===== src/rtl/txq_pkg.sv =====
// Package: shared sizes and threshold decode for the serial transmit queue.
// Assumes the queue depth is a power of two and a multiple of 8.
package txq_pkg;
    localparam int DEPTH   = 64;
    localparam int DW      = 8;
    localparam int CW      = $clog2(DEPTH + 1);
    localparam int FRAME_W = DW + 2;

    // Maps the 2-bit selector to a threshold count.
    function automatic logic [CW-1:0] trig_level(input logic [1:0] code);
        case (code)
            2'b00:   trig_level = CW'(DEPTH / 8);
            2'b01:   trig_level = CW'(DEPTH / 4);
            2'b10:   trig_level = CW'(DEPTH / 2);
            default: trig_level = CW'((DEPTH * 3) / 4);
        endcase
    endfunction
endpackage


===== src/rtl/txq_fifo.sv =====
// Module: byte queue with an occupancy count.
// Assumes the consumer never pops when the queue is empty. A push made
// while the queue is full is dropped.
module txq_fifo #(
    parameter int DEPTH = 64,
    parameter int DW    = 8,
    localparam int AW   = $clog2(DEPTH),
    localparam int CW   = $clog2(DEPTH + 1)
) (
    input  logic          clk,
    input  logic          rst_n,
    input  logic          clr,
    input  logic          push,
    input  logic [DW-1:0] push_data,
    input  logic          pop,
    output logic [DW-1:0] head,
    output logic [CW-1:0] count,
    output logic          push_ok
);
    logic [DW-1:0] mem [DEPTH];
    logic [AW-1:0] wptr, rptr;

    assign push_ok = push && (count != CW'(DEPTH));
    assign head    = mem[rptr];

    // Storage write; holds no reset state.
    always_ff @(posedge clk) begin
        if (push_ok) mem[wptr] <= push_data;
    end

    // Pointer and count update.
    always_ff @(posedge clk) begin
        if (!rst_n || clr) begin
            wptr  <= '0;
            rptr  <= '0;
            count <= '0;
        end else begin
            if (push_ok) wptr <= wptr + 1'b1;
            if (pop)     rptr <= rptr + 1'b1;
            count <= count + CW'(push_ok) - CW'(pop);
        end
    end
endmodule


===== src/rtl/txq_shifter.sv =====
// Module: frame serializer. It loads a byte only on a baud tick, so every
// bit, including the start bit, lasts exactly one tick period.
// Assumes have_data means that head is valid.
module txq_shifter #(
    parameter int DW = 8,
    localparam int FW = DW + 2,
    localparam int IW = $clog2(FW)
) (
    input  logic          clk,
    input  logic          rst_n,
    input  logic          clr,
    input  logic          tick,
    input  logic          have_data,
    input  logic [DW-1:0] data,
    output logic          pop,
    output logic          frame_done,
    output logic          txd
);
    logic          busy;
    logic [FW-1:0] sh;
    logic [IW-1:0] idx;
    logic          last;

    assign last       = busy && (idx == IW'(FW - 1));
    assign frame_done = tick && last;
    assign pop        = tick && (!busy || last) && have_data;
    assign txd        = busy ? sh[0] : 1'b1;

    // Load a frame, then shift out one bit per tick.
    always_ff @(posedge clk) begin
        if (!rst_n || clr) begin
            busy <= 1'b0;
            sh   <= '1;
            idx  <= '0;
        end else if (pop) begin
            busy <= 1'b1;
            sh   <= {1'b1, data, 1'b0};
            idx  <= '0;
        end else if (tick && busy) begin
            if (last) begin
                busy <= 1'b0;
            end else begin
                sh  <= {1'b1, sh[FW-1:1]};
                idx <= idx + 1'b1;
            end
        end
    end
endmodule


===== src/rtl/txq_flags.sv =====
// Module: the line-end flag and the clear-protected room flag.
// Assumes pop and push_ok are the values the queue acts on this cycle.
module txq_flags #(
    parameter int CW = 7
) (
    input  logic          clk,
    input  logic          rst_n,
    input  logic          clr,
    input  logic [CW-1:0] count,
    input  logic          push_ok,
    input  logic          pop,
    input  logic          frame_done,
    input  logic [CW-1:0] trig,
    input  logic          stat_rd,
    input  logic          stat_wr,
    input  logic          stat_wdat,
    output logic          tx_end,
    output logic          room
);
    logic [CW-1:0] cnt_next;
    logic          armed;
    logic          set_room, clr_room;

    assign cnt_next = count + CW'(push_ok) - CW'(pop);
    assign set_room = pop && (cnt_next <= trig);
    assign clr_room = stat_wr && !stat_wdat && armed && (cnt_next > trig);

    // Line-end flag: a write clears it; the last stop bit with nothing queued sets it.
    always_ff @(posedge clk) begin
        if (!rst_n || clr)                      tx_end <= 1'b1;
        else if (push_ok)                       tx_end <= 1'b0;
        else if (frame_done && count == '0)     tx_end <= 1'b1;
    end

    // Room flag: set by draining, cleared only by the armed protocol.
    always_ff @(posedge clk) begin
        if (!rst_n || clr)   room <= 1'b1;
        else if (set_room)   room <= 1'b1;
        else if (clr_room)   room <= 1'b0;
    end

    // Read-armed state: a read of 1 arms it, any status write cancels it.
    always_ff @(posedge clk) begin
        if (!rst_n || clr)          armed <= 1'b0;
        else if (stat_wr)           armed <= 1'b0;
        else if (stat_rd && room)   armed <= 1'b1;
    end
endmodule


===== src/rtl/txq_serial.sv =====
// Module: top of the buffered serial transmitter. It holds the threshold
// register and connects the queue, serializer and flags.
// Assumes baud_tick is a one-cycle pulse; all resets are synchronous.
module txq_serial
    import txq_pkg::*;
(
    input  logic          clk,
    input  logic          rst_n,
    input  logic          mrst,
    input  logic          baud_tick,
    input  logic          wr_en,
    input  logic [DW-1:0] wr_data,
    input  logic          stat_rd,
    input  logic          stat_wr,
    input  logic          stat_wdat,
    input  logic          cfg_wr,
    input  logic [1:0]    cfg_trig,
    output logic          txd,
    output logic          tx_end,
    output logic          room_flag,
    output logic [CW-1:0] fill_cnt
);
    logic [1:0]    trig_q;
    logic [DW-1:0] head;
    logic          push_ok, pop, frame_done;

    // Threshold selector register.
    always_ff @(posedge clk) begin
        if (!rst_n || mrst) trig_q <= 2'b00;
        else if (cfg_wr)    trig_q <= cfg_trig;
    end

    txq_fifo #(.DEPTH(DEPTH), .DW(DW)) u_fifo (
        .clk(clk), .rst_n(rst_n), .clr(mrst),
        .push(wr_en), .push_data(wr_data), .pop(pop),
        .head(head), .count(fill_cnt), .push_ok(push_ok)
    );

    txq_shifter #(.DW(DW)) u_shift (
        .clk(clk), .rst_n(rst_n), .clr(mrst), .tick(baud_tick),
        .have_data(fill_cnt != '0), .data(head),
        .pop(pop), .frame_done(frame_done), .txd(txd)
    );

    txq_flags #(.CW(CW)) u_flags (
        .clk(clk), .rst_n(rst_n), .clr(mrst),
        .count(fill_cnt), .push_ok(push_ok), .pop(pop),
        .frame_done(frame_done), .trig(trig_level(trig_q)),
        .stat_rd(stat_rd), .stat_wr(stat_wr), .stat_wdat(stat_wdat),
        .tx_end(tx_end), .room(room_flag)
    );
endmodule


===== config.mk =====
export PLATFORM = sky130hd
export DESIGN_NAME = txq_serial
export DESIGN_NICKNAME = d
export VERILOG_FILES = /design/src/rtl/txq_pkg.sv /design/src/rtl/txq_fifo.sv /design/src/rtl/txq_shifter.sv /design/src/rtl/txq_flags.sv /design/src/rtl/txq_serial.sv
export SDC_FILE = /design/constraint.sdc
export NUM_CORES = 1
export LEC_CHECK = 0
export BUFFER_PORTS_ARGS = -buffer_cell sky130_fd_sc_hd__buf_4
export CELL_PAD_IN_SITES_DETAIL_PLACEMENT = 2
export CELL_PAD_IN_SITES_GLOBAL_PLACEMENT = 2
export CORE_MARGIN = 3
export CORE_UTILIZATION = 49
export CTS_BUF_LIST = sky130_fd_sc_hd__clkbuf_8 sky130_fd_sc_hd__clkbuf_16
export DETAILED_ROUTE_END_ITERATION = 10
export HOLD_SLACK_MARGIN = 0.08
export PLACE_DENSITY = 0.78
export SYNTH_ARGS = -nofsm -noshare
export SYNTH_HDL_FRONTEND = slang
export SYNTH_SLANG_ARGS = --single-unit

===== constraint.sdc =====
create_clock -name clk -period 5.85 [get_ports clk]
set_clock_uncertainty 0.15 [all_clocks]
set_input_delay 0.2925 -clock clk [delete_from_list [all_inputs] [get_ports clk]]
set_output_delay 0.2925 -clock clk [all_outputs]
set_load 0.01 [all_outputs]

After elaboration in Yosys (flattened, before gate mapping)
Memory sizes are Yosys's and may differ from the RTL's. A register that Yosys moved wholly into a read port is not among the register bits.
Cells that the tools add are included.
W data, S select, Z words.
{"block": "totals", "n_memories": 1, "latch_bits": 0, "reg_bits": 38, "ram_bits": 512, "out_inout_bits": 10, "romBits": 0}
{"memory": "u_fifo.mem", "depth": 64, "width": 8, "rd": 1, "rd_ports_with_merged_regs": 1, "write_ports": 1, "line_no": "txq_fifo.sv:20", "rtl": "logic [DW-1:0] mem [DEPTH];"}
{"block": "op_classes", "n_addsub": 5, "div": 0, "shift": 0, "reduce_logical": 29, "n_eq_ne": 5, "bitwise_logic": 1, "n_mux": 14, "multipliers": 0, "magnitude_cmp": 2}
{"operator": "$mux W9", "n": 3}
{"operator": "$pmux W6 S3", "n": 1}
{"operator": "$add A6 B1 Y6 const B", "n": 2}
{"operator": "$logic_and A1 B1 Y1", "n": 12}
{"operator": "$mux W6", "n": 2}
{"operator": "$mux W1", "n": 8}
{"operator": "$add A7 B1 Y7", "n": 1}
{"operator": "$gt A7 B6 Y1", "n": 1}
{"operator": "$le A7 B6 Y1", "n": 1}
{"operator": "$logic_not A7 Y1", "n": 1}
{"operator": "$ne A7 B7 Y1 const B", "n": 1}
{"operator": "$reduce_bool A7 Y1", "n": 1}
{"operator": "$sub A7 B1 Y7", "n": 1}
{"operator": "$reduce_and A2 Y1", "n": 3}
{"operator": "$reduce_bool A2 Y1", "n": 3}
{"operator": "$reduce_or A2 Y1", "n": 3}
{"operator": "$add A4 B1 Y4 const B", "n": 1}
{"operator": "$eq A4 B4 Y1 const B", "n": 1}
{"operator": "$logic_not A1 Y1", "n": 3}
{"operator": "$eq A2 B1 Y1 const B", "n": 1}
{"operator": "$eq A2 B2 Y1 const B", "n": 1}
{"operator": "$logic_not A2 Y1", "n": 1}
{"operator": "$logic_or A1 B1 Y1", "n": 2}
{"operator": "$ne A2 B1 Y1 const B", "n": 1}
{"operator": "$not A1 Y1", "n": 1}

Logic depth before layout (Yosys ltp)
{"block": "logic_depth", "ltp_word": 9, "depth_mapped": 21, "mapped_depth_nobuf": 20}

Hierarchy
Synthesis repeated with hierarchy kept, for this count alone.
{"block": "hier_totals", "hier_cells": 1179, "area_unflattened_um2": 22467.8}
{"mod": "txq_fifo", "area_per_inst_um2": 21023.9, "n_inst": 1, "cells_per_inst": 1012}
{"mod": "txq_shifter", "area_per_inst_um2": 710.7, "n_inst": 1, "cells_per_inst": 71}
{"mod": "txq_flags", "area_per_inst_um2": 629.4, "n_inst": 1, "cells_per_inst": 82}
{"mod": "txq_serial", "area_per_inst_um2": 103.8, "n_inst": 1, "cells_per_inst": 14}

Worst setup path before layout
Ideal clock, no wire load.
{"block": "synth_timing", "kind": "register -> register", "startpoint": "register u_shift.idx[1]", "endpoint": "register u_flags.room", "arrival_ps": 3852, "required_ps": 5638, "synth_period_minus_slack_ps": 4064, "setup_ps": 62, "path_buffers": 1, "setup_slack_ps": 1786, "stages_incl_launch_ff": 22, "cell_sequence": "dfxtp_1 inv_1 ha_1 and3b_1 o221ai_1 inv_1 clkbuf_1 ha_1 inv_1 ha_1 inv_1 fa_1 nand2b_1 a21oi_1 nor2_1 xnor2_1 ha_1 nor2b_1 o21a_1 o22ai_1 o211ai_1 nand3_1"}
{"block": "synth_between", "elab_chain_cells": 9, "word_cells_on_any_way": 11}
{"element": "start: declaration", "line_no": "txq_shifter.sv:21", "rtl": "logic [IW-1:0] idx;"}
{"element": "start signal: assignment", "line_no": "txq_shifter.sv:44", "rtl": "idx <= idx + 1'b1;"}
{"element": "$eq A4 B4 Y1 *", "line_no": "txq_shifter.sv:24", "rtl": "assign last = busy && (idx == IW'(FW - 1));"}
{"element": "$logic_and A1 B1 Y1 *", "line_no": "txq_shifter.sv:24"}
{"element": "$logic_or A1 B1 Y1 *", "line_no": "txq_shifter.sv:26", "rtl": "assign pop = tick && (!busy || last) && have_data;"}
{"element": "$logic_and A1 B1 Y1 * (2 in series)", "line_no": "txq_shifter.sv:26"}
{"element": "named net pop", "line_no": "txq_serial.sv:25", "rtl": "logic push_ok, pop, frame_done;"}
{"element": "$sub A7 B1 Y7 *", "line_no": "txq_flags.sv:24", "rtl": "assign cnt_next = count + CW'(push_ok) - CW'(pop);"}
{"element": "named net u_flags.cnt_next[4]", "line_no": "txq_flags.sv:20", "rtl": "logic [CW-1:0] cnt_next;"}
{"element": "$le A7 B6 Y1", "line_no": "txq_flags.sv:25", "rtl": "assign set_room = pop && (cnt_next <= trig);"}
{"element": "$logic_and A1 B1 Y1", "line_no": "txq_flags.sv:25"}
{"element": "$reduce_or A2 Y1 (no line)"}
{"element": "end signal: assignment", "line_no": "txq_flags.sv:37", "rtl": "if (!rst_n || clr) room <= 1'b1;"}
{"element": "end signal: assignment", "line_no": "txq_flags.sv:38", "rtl": "else if (set_room) room <= 1'b1;"}
{"element": "end signal: assignment", "line_no": "txq_flags.sv:39", "rtl": "else if (clr_room) room <= 1'b0;"}
{"element": "end: declaration", "line_no": "txq_flags.sv:18", "rtl": "output logic room"}
The timed path passes the listed nets; every way through them passes the cells marked *.
A chain may end at the register's enable or synchronous reset.

Final worst setup path
{"block": "layout_timing", "startpoint": "register u_fifo.count[5]", "endpoint": "register u_flags.room"}
{"block": "layout_between", "elab_chain_cells": 7, "word_cells_on_any_way": 11}
{"element": "start: declaration", "line_no": "txq_fifo.sv:17", "rtl": "output logic [CW-1:0] count,"}
{"element": "start signal: assignment", "line_no": "txq_fifo.sv:40", "rtl": "count <= count + CW'(push_ok) - CW'(pop);"}
{"element": "$ne A7 B7 Y1", "line_no": "txq_fifo.sv:23", "rtl": "assign push_ok = push && (count != CW'(DEPTH));"}
{"element": "$logic_and A1 B1 Y1", "line_no": "txq_fifo.sv:23"}
{"element": "$add A7 B1 Y7", "line_no": "txq_flags.sv:24"}
{"element": "$sub A7 B1 Y7 *", "line_no": "txq_flags.sv:24"}
{"element": "named net u_flags.cnt_next[4]", "line_no": "txq_flags.sv:20"}
{"element": "$le A7 B6 Y1", "line_no": "txq_flags.sv:25"}
{"element": "$logic_and A1 B1 Y1", "line_no": "txq_flags.sv:25"}
{"element": "$reduce_or A2 Y1 (no line)"}
Marks and branches as above.

==> flow_metrics.py <==
metrics = {
    "power": {
        "power.net_switching_mw": 2.49,
        "p_per_area_nw_per_um2": 384,
        "comb_power_share": 0.146,
        "intPower_mw": 6.90,
        "ir_worst_vdd_mv": 0.251,
        "pwr-share-clk": 0.376,
        "switching_share": 0.265,
        "pwr-share-seq": 0.478,
        "p_leak_nw": 7.56,
        "finalPower_mw": 9.39,
    },
    "finish": {
        "mostFrequentLayoutCells": "512 x edfxtp_1, 142 x mux4_2, 100 x nor2_1, 57 x clkbuf_16, 41 x dfxtp_1",
        "num_antenna_cells": 0,
        "layout_commonest_cell": "edfxtp_1",
        "synthToLayoutAreaGrowth_pct": 11.9,
        "layout.nets": 1189,
        "drive_gt1_frac": 0.223,
        "fillerInstances": 3668,
        "fin_cells": 1783,
    },
    "setup_path": {
        "reg2reg_slack_ns": 0.63,
        "worstPathMaxFanout": 12,
        "crit_required_ns": 6.25,
        "arrival_ns": 5.62,
        "critPathKind": "reg -> reg",
        "end_kind": "flip-flop",
        "worst_setup_path_start_kind": "flip-flop",
    },
    "global_route": {
        "grt_pass1_wl_um": 96500,
        "grt_overflow": 0,
        "grt_pass1_vias": 12500,
        "grt_max_degree": 66,
        "track_usage": 0.289,
        "antenna_found_initial": 1,
    },
    "detailed_routing": {
        "remaining_drc_errors": 0,
        "wl_per_cell_um": 37.2,
        "ant_nets": 0,
        "totalWireLength_um": 66400,
        "drt_iter0_markers": 1466,
        "via_per_inst": 6.50,
        "drt_pass1_iterations": 6,
        "vias": 11600,
    },
    "logic_synthesis": {
        "synth-seq-area-share": 0.744,
        "syn_inst": 1103,
        "ys_types": 52,
        "synth_area_per_cell_um2": 19.8,
        "ys_async_sr_fraction": 0,
        "ys_warn_count": 0,
        "synth_enable_flop_cells": 512,
        "synth_flop_cell": "edfxtp_1",
        "syn_area_um2": 21800,
        "ys_ff_latch": 556,
        "syn-num-nets": 1139,
    },
    "floorplan": {
        "pin_count": 29,
        "die-area_um2": 47100,
        "core_area_um2": 43600,
        "placementRows": 76,
        "initial_core_util": 0.501,
        "die_h_um": 217,
        "die-width_um": 217,
    },
    "clock_network": {
        "cts_sinks": 556,
        "clockBufferDepth": 3,
        "postCtsSetupBuffers": 0,
        "cts_tree": "built",
        "root_buffer": "clkbuf_16",
        "clk_latency_ns": 0.62,
        "path_clk_slew_ns": 0.07,
        "cts_inserted_buffers": 56,
        "htree_levels": 2,
    },
    "placement": {
        "dpl_worst_slack_ns": 0.814,
        "place.gp.congestion": 0.755,
        "dp_hpwl_um": 37700,
        "io_buffers": 28,
        "dp_cells": 1668,
    },
    "sta": {
        "finalWorstSetupSlack_ns": 0.625,
        "timing.final.hold_violations": 0,
        "drv_slew": 0,
        "timing.final.crit_period_ns": 5.22,
        "fin_setup_tns_ns": 0,
        "grt_setup_unrepaired": "no",
        "tightest_slew_ns": 1.22,
        "fin_crit_sh": 0.893,
        "fmax_mhz": 191,
        "finalSetupViolCount": 0,
        "relSlewSlack": 0.185,
    },
    "job": {
        "max-cap-violations": 0,
    },
    "status": {
        "status": "complete, no violations",
    },
    "min_path": {
        "hp-class": "in -> reg",
    },
}
[critical path, stage by stage, from the launching register on]
cell and delay, ns:
dfxtp_1 0.36, inv_1 0.12, ha_1 0.22, nand4bb_1 0.19, o221ai_2 0.56, inv_1 0.46
ha_1 0.44, inv_1 0.08, ha_1 0.16, inv_1 0.06, fa_1 0.43, nand2b_1 0.17
a21oi_1 0.29, nor2_1 0.10, xnor2_1 0.26, ha_1 0.32, nor2b_1 0.16, o21a_1 0.18
o22ai_1 0.21, o211ai_1 0.13, nand3_1 0.12
[cells in the mapped netlist, drive strengths merged, types with 11 or more instances]
cell,n,share of area
a22oi,33,0.011
buf,37,0.012
clkbuf,21,0.0036
nand4,13,0.0040
inv,18,0.0031
mux4,142,0.15
nand3,18,0.0041
a21oi,17,0.0039
edfxtp,512,0.70
nor2,100,0.017
xor2,11,0.0044
dfxtp,44,0.040
ha,16,0.0092
nand2,31,0.0053
[through the flow]
| stage | hold slack (ns) | instance area [µm²] | util |
|---|---|---|---|
| final | 0.104 | 24400 | 0.561 |
| after global routing | 0.126 | 24400 | 0.561 |
| after CTS | 0.113 | 24400 | 0.561 |
| after detailed placement | 0.321 | 22600 | 0.518 |
| after global placement | 0.290 | 22600 | 0.518 |
| after floorplan | 0.222 | 21800 | - |
[power by group through the flow]
stage	sequential (mW)	combinational, mW	clock (mW)
6_report	4.49	1.37	3.53
5_1_grt	4.49	1.46	3.73
2_1_floorplan	4.51	0.872	0
4_1_cts	4.48	1.35	3.56
3_3_place_gp	4.55	1.15	0
3_5_place_dp	4.57	1.26	0
[final timing paths]
kind,start,to,cells past startpoint
worst max-delay path,u_fifo.count[5]$_SDFF_PP0_,u_flags.room$_SDFFE_PP1P_,20
worst min-delay path,wr_data[7],u_fifo.mem[50][7]$_DFFE_PP_,1
worst max register to register,u_fifo.count[5]$_SDFF_PP0_,u_flags.room$_SDFFE_PP1P_,20
worst min register to register,u_shift.sh[0]$_SDFFE_PP1P_,u_shift.sh[0]$_SDFFE_PP1P_,2
[timing repair]
| item | in CTS | in global routing |
|---|---|---|
| gates resized for setup | 0 | 1 |
| setup endpoints to repair | 0 | 1 |
| hold endpoints to repair | 10 | 0 |
| hold buffers | 12 | 0 |
[cell families after synthesis]
kind of cell	after synthesis	share of synthesized area
adders and majority gates	17	0.0101
and+or+nand+nor	201	0.0428
muxes	151	0.151
xor gates and xnor gates	17	0.00682
buffers and inverters	77	0.0191
AOI/OAI and AO/OA	84	0.0263
DFF	556	0.744
[sequential cells by signal (all words and copies together), names as in the netlist, named ones only]
signal	count
u_fifo.mem	512
u_shift.sh	9
u_fifo.count	7
u_fifo.rptr	6
u_fifo.wptr	6
u_shift.idx	4
trig_q	2
u_flags.armed	1
u_flags.room	1
u_flags.tx_end	1
u_shift.busy	1
[per-layer routing]
metal  routed length (µm)  GRT usage
met1                26900      0.403
met2                32100      0.461
met3                 4710     0.0563
met4                 2700      0.104
met5                   12          0
[cell type report]
cell class                      count  area (µm²)  share of cell area
Multi-Input combinational cell    470        5170               0.212
Timing Repair Buffer               50         443              0.0181
Clock inverter                     45         305              0.0125
Inverter                           19        71.3             0.00292
Clock buffer                       58        1440              0.0589
Sequential cell                   556       16300               0.666
Tap cell                          585         732              0.0300
(Power assumes the default switching activity.)
